`config.mk`:
```
export PLATFORM = sky130hd
export DESIGN_NAME = spi_port
export DESIGN_NICKNAME = d
export VERILOG_FILES = /design/src/rtl/spi_port.sv
export SDC_FILE = /design/constraint.sdc
export NUM_CORES = 1
export LEC_CHECK = 0
export ABC_CLOCK_PERIOD_IN_PS = 2840
export BUFFER_PORTS_ARGS = -buffer_cell sky130_fd_sc_hd__buf_2
export CAP_MARGIN = 20
export CORE_ASPECT_RATIO = 1.5
export CORE_UTILIZATION = 30
export CTS_BUF_LIST = sky130_fd_sc_hd__clkbuf_8
export DETAILED_ROUTE_END_ITERATION = 7
export PLACE_DENSITY = 0.45
export SYNTH_ARGS = -nofsm -noshare
export SYNTH_HDL_FRONTEND = slang
export SYNTH_SLANG_ARGS = --single-unit
```
`constraint.sdc`:
```
create_clock -name clk -period 2.84 [get_ports clk]
set_input_delay 0.568 -clock clk [delete_from_list [all_inputs] [get_ports clk]]
set_output_delay 0.568 -clock clk [all_outputs]
set_load 0.01 [all_outputs]
```
`src/rtl/spi_port.sv`:
```
module spi_port #(
  parameter int DW   = 8,
  parameter int DIV  = 4,
  parameter int SYNC = 2
) (
  input  logic          clk,
  input  logic          rst_n,
  input  logic          ctl_we,
  input  logic [6:0]    ctl_wdata,
  input  logic          data_we,
  input  logic [DW-1:0] data_wdata,
  input  logic          data_re,
  output logic [DW-1:0] data_rdata,
  input  logic          stat_re,
  output logic          flag_done,
  output logic          flag_wcol,
  output logic          sck_o,
  output logic          sck_oe,
  input  logic          sck_i,
  output logic          mosi_o,
  output logic          mosi_oe,
  input  logic          mosi_i,
  output logic          miso_o,
  output logic          miso_oe,
  input  logic          miso_i,
  input  logic          ss_n_i
);
  localparam int HALF = DIV / 2;
  localparam int DCW  = (HALF > 1) ? $clog2(HALF) : 1;
  localparam int EDG  = 2 * DW;
  localparam int HW   = $clog2(EDG);
  localparam int BW   = $clog2(DW);

  logic [6:0] ctl;
  logic cpha, cpol, mstr, en;
  assign cpha = ctl[0];
  assign cpol = ctl[1];
  assign mstr = ctl[2];
  assign en   = ctl[3];

  logic [SYNC-1:0] sck_sy, ss_sy, mosi_sy;
  logic sck_d, act_s, act_d, ss_lo, mosi_s;
  assign act_s  = sck_sy[SYNC-1] ^ cpol;
  assign act_d  = sck_d ^ cpol;
  assign ss_lo  = ~ss_sy[SYNC-1];
  assign mosi_s = mosi_sy[SYNC-1];

  logic busy, m_act;
  logic [DCW-1:0] divc;
  logic [HW-1:0] hcnt;
  logic [BW-1:0] bcnt;
  logic spent;
  logic [DW-1:0] shreg, rxbuf;
  logic rxbit, oq, arm;

  logic m_tick, m_lead, m_trail, m_last;
  logic s_go, s_lead, s_trail, s_last;
  logic lead, trail, last, sin, coll, wr_ok, wr_col, clr;
  logic [DW-1:0] shifted;

  assign m_tick  = busy && (divc == DCW'(HALF - 1));
  assign m_lead  = m_tick && !hcnt[0];
  assign m_trail = m_tick && hcnt[0];
  assign m_last  = m_tick && (hcnt == HW'(EDG - 1));

  assign s_go    = en && !mstr && ss_lo && !spent;
  assign s_lead  = s_go && act_s && !act_d;
  assign s_trail = s_go && !act_s && act_d;
  assign s_last  = s_trail && (bcnt == BW'(DW - 1));

  assign lead    = mstr ? m_lead  : s_lead;
  assign trail   = mstr ? m_trail : s_trail;
  assign last    = mstr ? m_last  : s_last;
  assign sin     = mstr ? miso_i  : mosi_s;
  assign shifted = {shreg[DW-2:0], cpha ? sin : rxbit};

  assign coll   = mstr ? busy : (cpha ? (bcnt != '0) : ss_lo);
  assign wr_ok  = data_we && en && !coll;
  assign wr_col = data_we && en && coll;
  assign clr    = arm && (data_we || data_re);

  always_ff @(posedge clk or negedge rst_n) begin
    if (!rst_n) begin
      ctl     <= '0;
      sck_sy  <= '0;
      ss_sy   <= '1;
      mosi_sy <= '0;
      sck_d   <= 1'b0;
    end else begin
      if (ctl_we) ctl <= ctl_wdata;
      sck_sy  <= {sck_sy[SYNC-2:0], sck_i};
      ss_sy   <= {ss_sy[SYNC-2:0], ss_n_i};
      mosi_sy <= {mosi_sy[SYNC-2:0], mosi_i};
      sck_d   <= sck_sy[SYNC-1];
    end
  end

  always_ff @(posedge clk or negedge rst_n) begin
    if (!rst_n) begin
      busy  <= 1'b0;
      m_act <= 1'b0;
      divc  <= '0;
      hcnt  <= '0;
    end else if (wr_ok && mstr) begin
      busy  <= 1'b1;
      m_act <= 1'b0;
      divc  <= '0;
      hcnt  <= '0;
    end else if (m_tick) begin
      divc  <= '0;
      m_act <= ~m_act;
      hcnt  <= hcnt + 1'b1;
      if (m_last) busy <= 1'b0;
    end else if (busy) begin
      divc <= divc + 1'b1;
    end
  end

  always_ff @(posedge clk or negedge rst_n) begin
    if (!rst_n) begin
      bcnt  <= '0;
      spent <= 1'b0;
    end else begin
      if (mstr || !ss_lo) bcnt <= '0;
      else if (s_trail) bcnt <= bcnt + 1'b1;
      if (!ss_lo) spent <= 1'b0;
      else if (s_last && !cpha) spent <= 1'b1;
    end
  end

  always_ff @(posedge clk or negedge rst_n) begin
    if (!rst_n) begin
      shreg <= '0;
      rxbuf <= '0;
      rxbit <= 1'b0;
      oq    <= 1'b0;
    end else begin
      if (lead) begin
        rxbit <= sin;
        oq    <= shreg[DW-1];
      end
      if (wr_ok) shreg <= data_wdata;
      else if (trail) shreg <= shifted;
      if (last) rxbuf <= shifted;
    end
  end

  always_ff @(posedge clk or negedge rst_n) begin
    if (!rst_n) begin
      flag_done <= 1'b0;
      flag_wcol <= 1'b0;
      arm       <= 1'b0;
    end else begin
      flag_done <= (flag_done && !clr) || last;
      flag_wcol <= (flag_wcol && !clr) || wr_col;
      if (stat_re) arm <= 1'b1;
      else if (data_we || data_re) arm <= 1'b0;
    end
  end

  assign data_rdata = rxbuf;
  assign sck_o      = cpol ^ (mstr & m_act);
  assign mosi_o     = cpha ? oq : shreg[DW-1];
  assign miso_o     = mosi_o;
  assign sck_oe     = en & mstr & ctl[4];
  assign mosi_oe    = en & mstr & ctl[5];
  assign miso_oe    = en & ~mstr & ctl[6];

  AST_DONE_AT_END: assert property (@(posedge clk) disable iff (!rst_n)
    $fell(busy) |-> flag_done);
  AST_SCK_IDLE: assert property (@(posedge clk) disable iff (!rst_n)
    (mstr && !busy) |-> (sck_o == cpol));
  AST_WCOL_KEEP: assert property (@(posedge clk) disable iff (!rst_n)
    (wr_col && !trail) |=> $stable(shreg));
  AST_SPENT_QUIET: assert property (@(posedge clk) disable iff (!rst_n)
    (spent && ss_lo && !mstr && !flag_done && !ctl_we) |=> !flag_done);
  AST_ABORT_QUIET: assert property (@(posedge clk) disable iff (!rst_n)
    (!mstr && !ss_lo && !flag_done && !ctl_we) |=> !flag_done);
endmodule

```
==> results.sh <==
export IMPL_status="complete, no violations"
export IMPL_arrival_ns=2.48
export IMPL_hold_path_class="input pin to async pin"
export IMPL_grt_pass1_vias=1429
export IMPL_finalPower_w=0.001990
export IMPL_final_layout_size_suffix_gt1_share_pct=44.50
export IMPL_antenna_found_initial=0
export IMPL_clk_latency_ns=0.29
export IMPL_finalSetupTns_ns=0
export IMPL_start_util_pct=31.45
export IMPL_path_clk_slew_ns=0.08
export IMPL_gp_congestion=0.7311
export IMPL_final_common_cell="dfrtp_1"
export IMPL_num_io_pins=41
export IMPL_clock_root_buffer="clkbuf_8"
export IMPL_synth_cell_types=39
export IMPL_clock_path_buffers=2
export IMPL_die_area_um2=7237
export IMPL_fmax_mhz=435.2
export IMPL_dp_worst_setup_slack_ns=0.5038
export IMPL_grt_max_degree=47
export IMPL_drc_errors=0
export IMPL_avgSynthCellArea_um2=13.17
export IMPL_core_area_um2=6576
export IMPL_hold_ws_ns=0.08128
export IMPL_slew_viol_final=0
export IMPL_hold_viol_final=0
export IMPL_final_net_count=228
export IMPL_synth_edff_count=0
export IMPL_vias=1327
export IMPL_crit_path_max_fanout=13
export IMPL_end_kind="register"
export IMPL_syn_nets=186
export IMPL_drtPass1Iterations=4
export IMPL_grt_pass1_wl_mm=7.107
export IMPL_n_fill_cell=653
export IMPL_place_hpwl_mm=3.196
export IMPL_area_growth_pct=18.15
export IMPL_yosys_area_top_type_share_pct=53.24
export IMPL_multiInputGateArea_um2=853.3
export IMPL_cts_resized=0
export IMPL_hold_buffers=0
export IMPL_layout_common_cells="44 x dfrtp_1, 40 x buf_2, 33 x mux2_2"
export IMPL_ys_ff_latch=46
export IMPL_cts_tree="built"
export IMPL_wl_mm=4.254
export IMPL_clock_sinks=46
export IMPL_post_cts_buffers=0
export IMPL_fp_dieH_um=103.7
export IMPL_peakVddDrop_v=0.0003731
export IMPL_grt_setup_unrepaired="no"
export IMPL_power_density_nw_per_um2=814.2
export IMPL_drtAntennaViolNets=0
export IMPL_post_drt_wl_per_cell_um=15.41
export IMPL_fin_ws_ns=0.5420
export IMPL_diodes=0
export IMPL_drt_iter0_drc=47
export IMPL_max_slew_margin_pct=49.49
export IMPL_synth_main_ff_cell="dfrtp_1"
export IMPL_yosys_area_top_type="dfrtp_1"
export IMPL_cap_viol_max_count=0
export IMPL_htree_levels=2
export IMPL_die_w_um=69.80
export IMPL_viasPerCell=4.808
export IMPL_crit_type="register to register"
export IMPL_cts_buffers=5
export IMPL_syn_area_um2=2068
export IMPL_grt_overflow=0
export IMPL_critPathLaunchType="register"
export IMPL_num_rows=36
export IMPL_final_core_util_pct=37.16
export IMPL_min_period_over_period_pct=80.92
export IMPL_power_leakage_nw=1.170
export IMPL_port_buffers=40
export IMPL_yosys_warnings=0
export IMPL_finClkSkew_ns=0.006560
export IMPL_groute_usage_overall_pct=12.47
export IMPL_async_flop_share_pct=100.0
export IMPL_seq_area_um2=1154
export IMPL_worstMarginPinSlew_ns=0.7526
export IMPL_syn_inst=157
export IMPL_yosys_top_cells_area="dfrtp_1 53%, mux2_2 18%, dfstp_2 2.5%"
export IMPL_min_period_ns=2.298
export IMPL_synth_seq_area_share_pct=55.78
export IMPL_setup_viol=0
export IMPL_crit_required_ns=3.02
[logic make-up after synthesis]
family	count (synthesis)	synth area share, %
mux	35	18.94
fa+ha+maj	4	2.420
compound gates	19	7.502
flops	46	55.78
buf+inv	14	2.964
simple gates	34	10.29
xor+xnor	5	2.118
[power by group]
group	internal, W	total [W]	leakage (nW)	switching [W]
Combinational	0.000341	0.000598	0.551	0.000257
Clock	0.000193	0.000400	0.0524	0.000207
Sequential	0.000847	0.000992	0.566	0.000144
Total	0.00138	0.00199	1.17	0.000609
[Yosys cell counts, types with 2 or more instances]
master / instances
and2_1: 3
buf_4: 2
mux2i_1: 2
nand2_1: 5
ha_1: 4
nand2b_1: 2
xor2_1: 2
xnor2_1: 3
nor2_1: 7
nand3_1: 3
clkbuf_1: 3
mux2_2: 33
a21o_1: 3
dfstp_2: 2
inv_1: 8
dfrtp_1: 44
o21ai_0: 5
and3_1: 3
nand4_1: 3
[routing by layer]
metal / up-vias / wire [um] / global-route usage (%) / share of wire (%)
li1: 633 / - / - / -
met4: 0 / 70 / 4.857 / 1.6
met3: 6 / 173 / 2.626 / 4.1
met1: 658 / 1744 / 14.27 / 41
met2: 30 / 2265 / 22.25 / 53
met5: - / 0 / 0 / 0
[worst max-delay path, cell delays in order (launching register included)]
cell	delay [ns]
dfrtp_1	0.56
nor4b_2	0.35
o21ai_1	0.32
o22ai_2	0.54
mux2_2	0.41
[registers in the layout (all words and copies together), names as in the netlist]
name,count
data_rdata,8
shreg,8
ctl,7
hcnt,4
bcnt,3
mosi_sy,2
sck_sy,2
ss_sy,2
arm,1
busy,1
divc,1
flag_done,1
flag_wcol,1
m_act,1
oq,1
rxbit,1
sck_d,1
spent,1
[stage by stage]
step | cells | area, um2
detailed placement | 267 | 2332
global placement | 267 | 2332
finish | 276 | 2444
global route | 276 | 2444
floorplan | 157 | 2068
CTS | 275 | 2424
[area by class of cell]
type	count	share of cell area [%]
Clock buffer	6	3.379
Clock inverter	2	0.3584
Inverter	8	1.229
Multi-Input combinational cell	97	34.92
Sequential cell	46	47.21
Tap cell	76	3.891
Timing Repair Buffer	41	9.012
[worst paths after layout]
| path | slack (ns) | to | cells past startpoint | start |
|---|---|---|---|---|
| min | 0.08 | ctl[3] | 1 | rst_n |
| min in group clk | 0.35 | sck_sy[1] | 0 | sck_sy[0] |
| max reg2reg | 0.54 | data_rdata[4] | 4 | ctl[2] |
| max | 0.54 | data_rdata[4] | 4 | ctl[2] |
| max in group asynchronous | 2.25 | ss_sy[0] | 2 | rst_n |
| min reg2reg | 0.35 | sck_sy[1] | 0 | sck_sy[0] |
No activity file was read; power rests on OpenSTA's default activity.
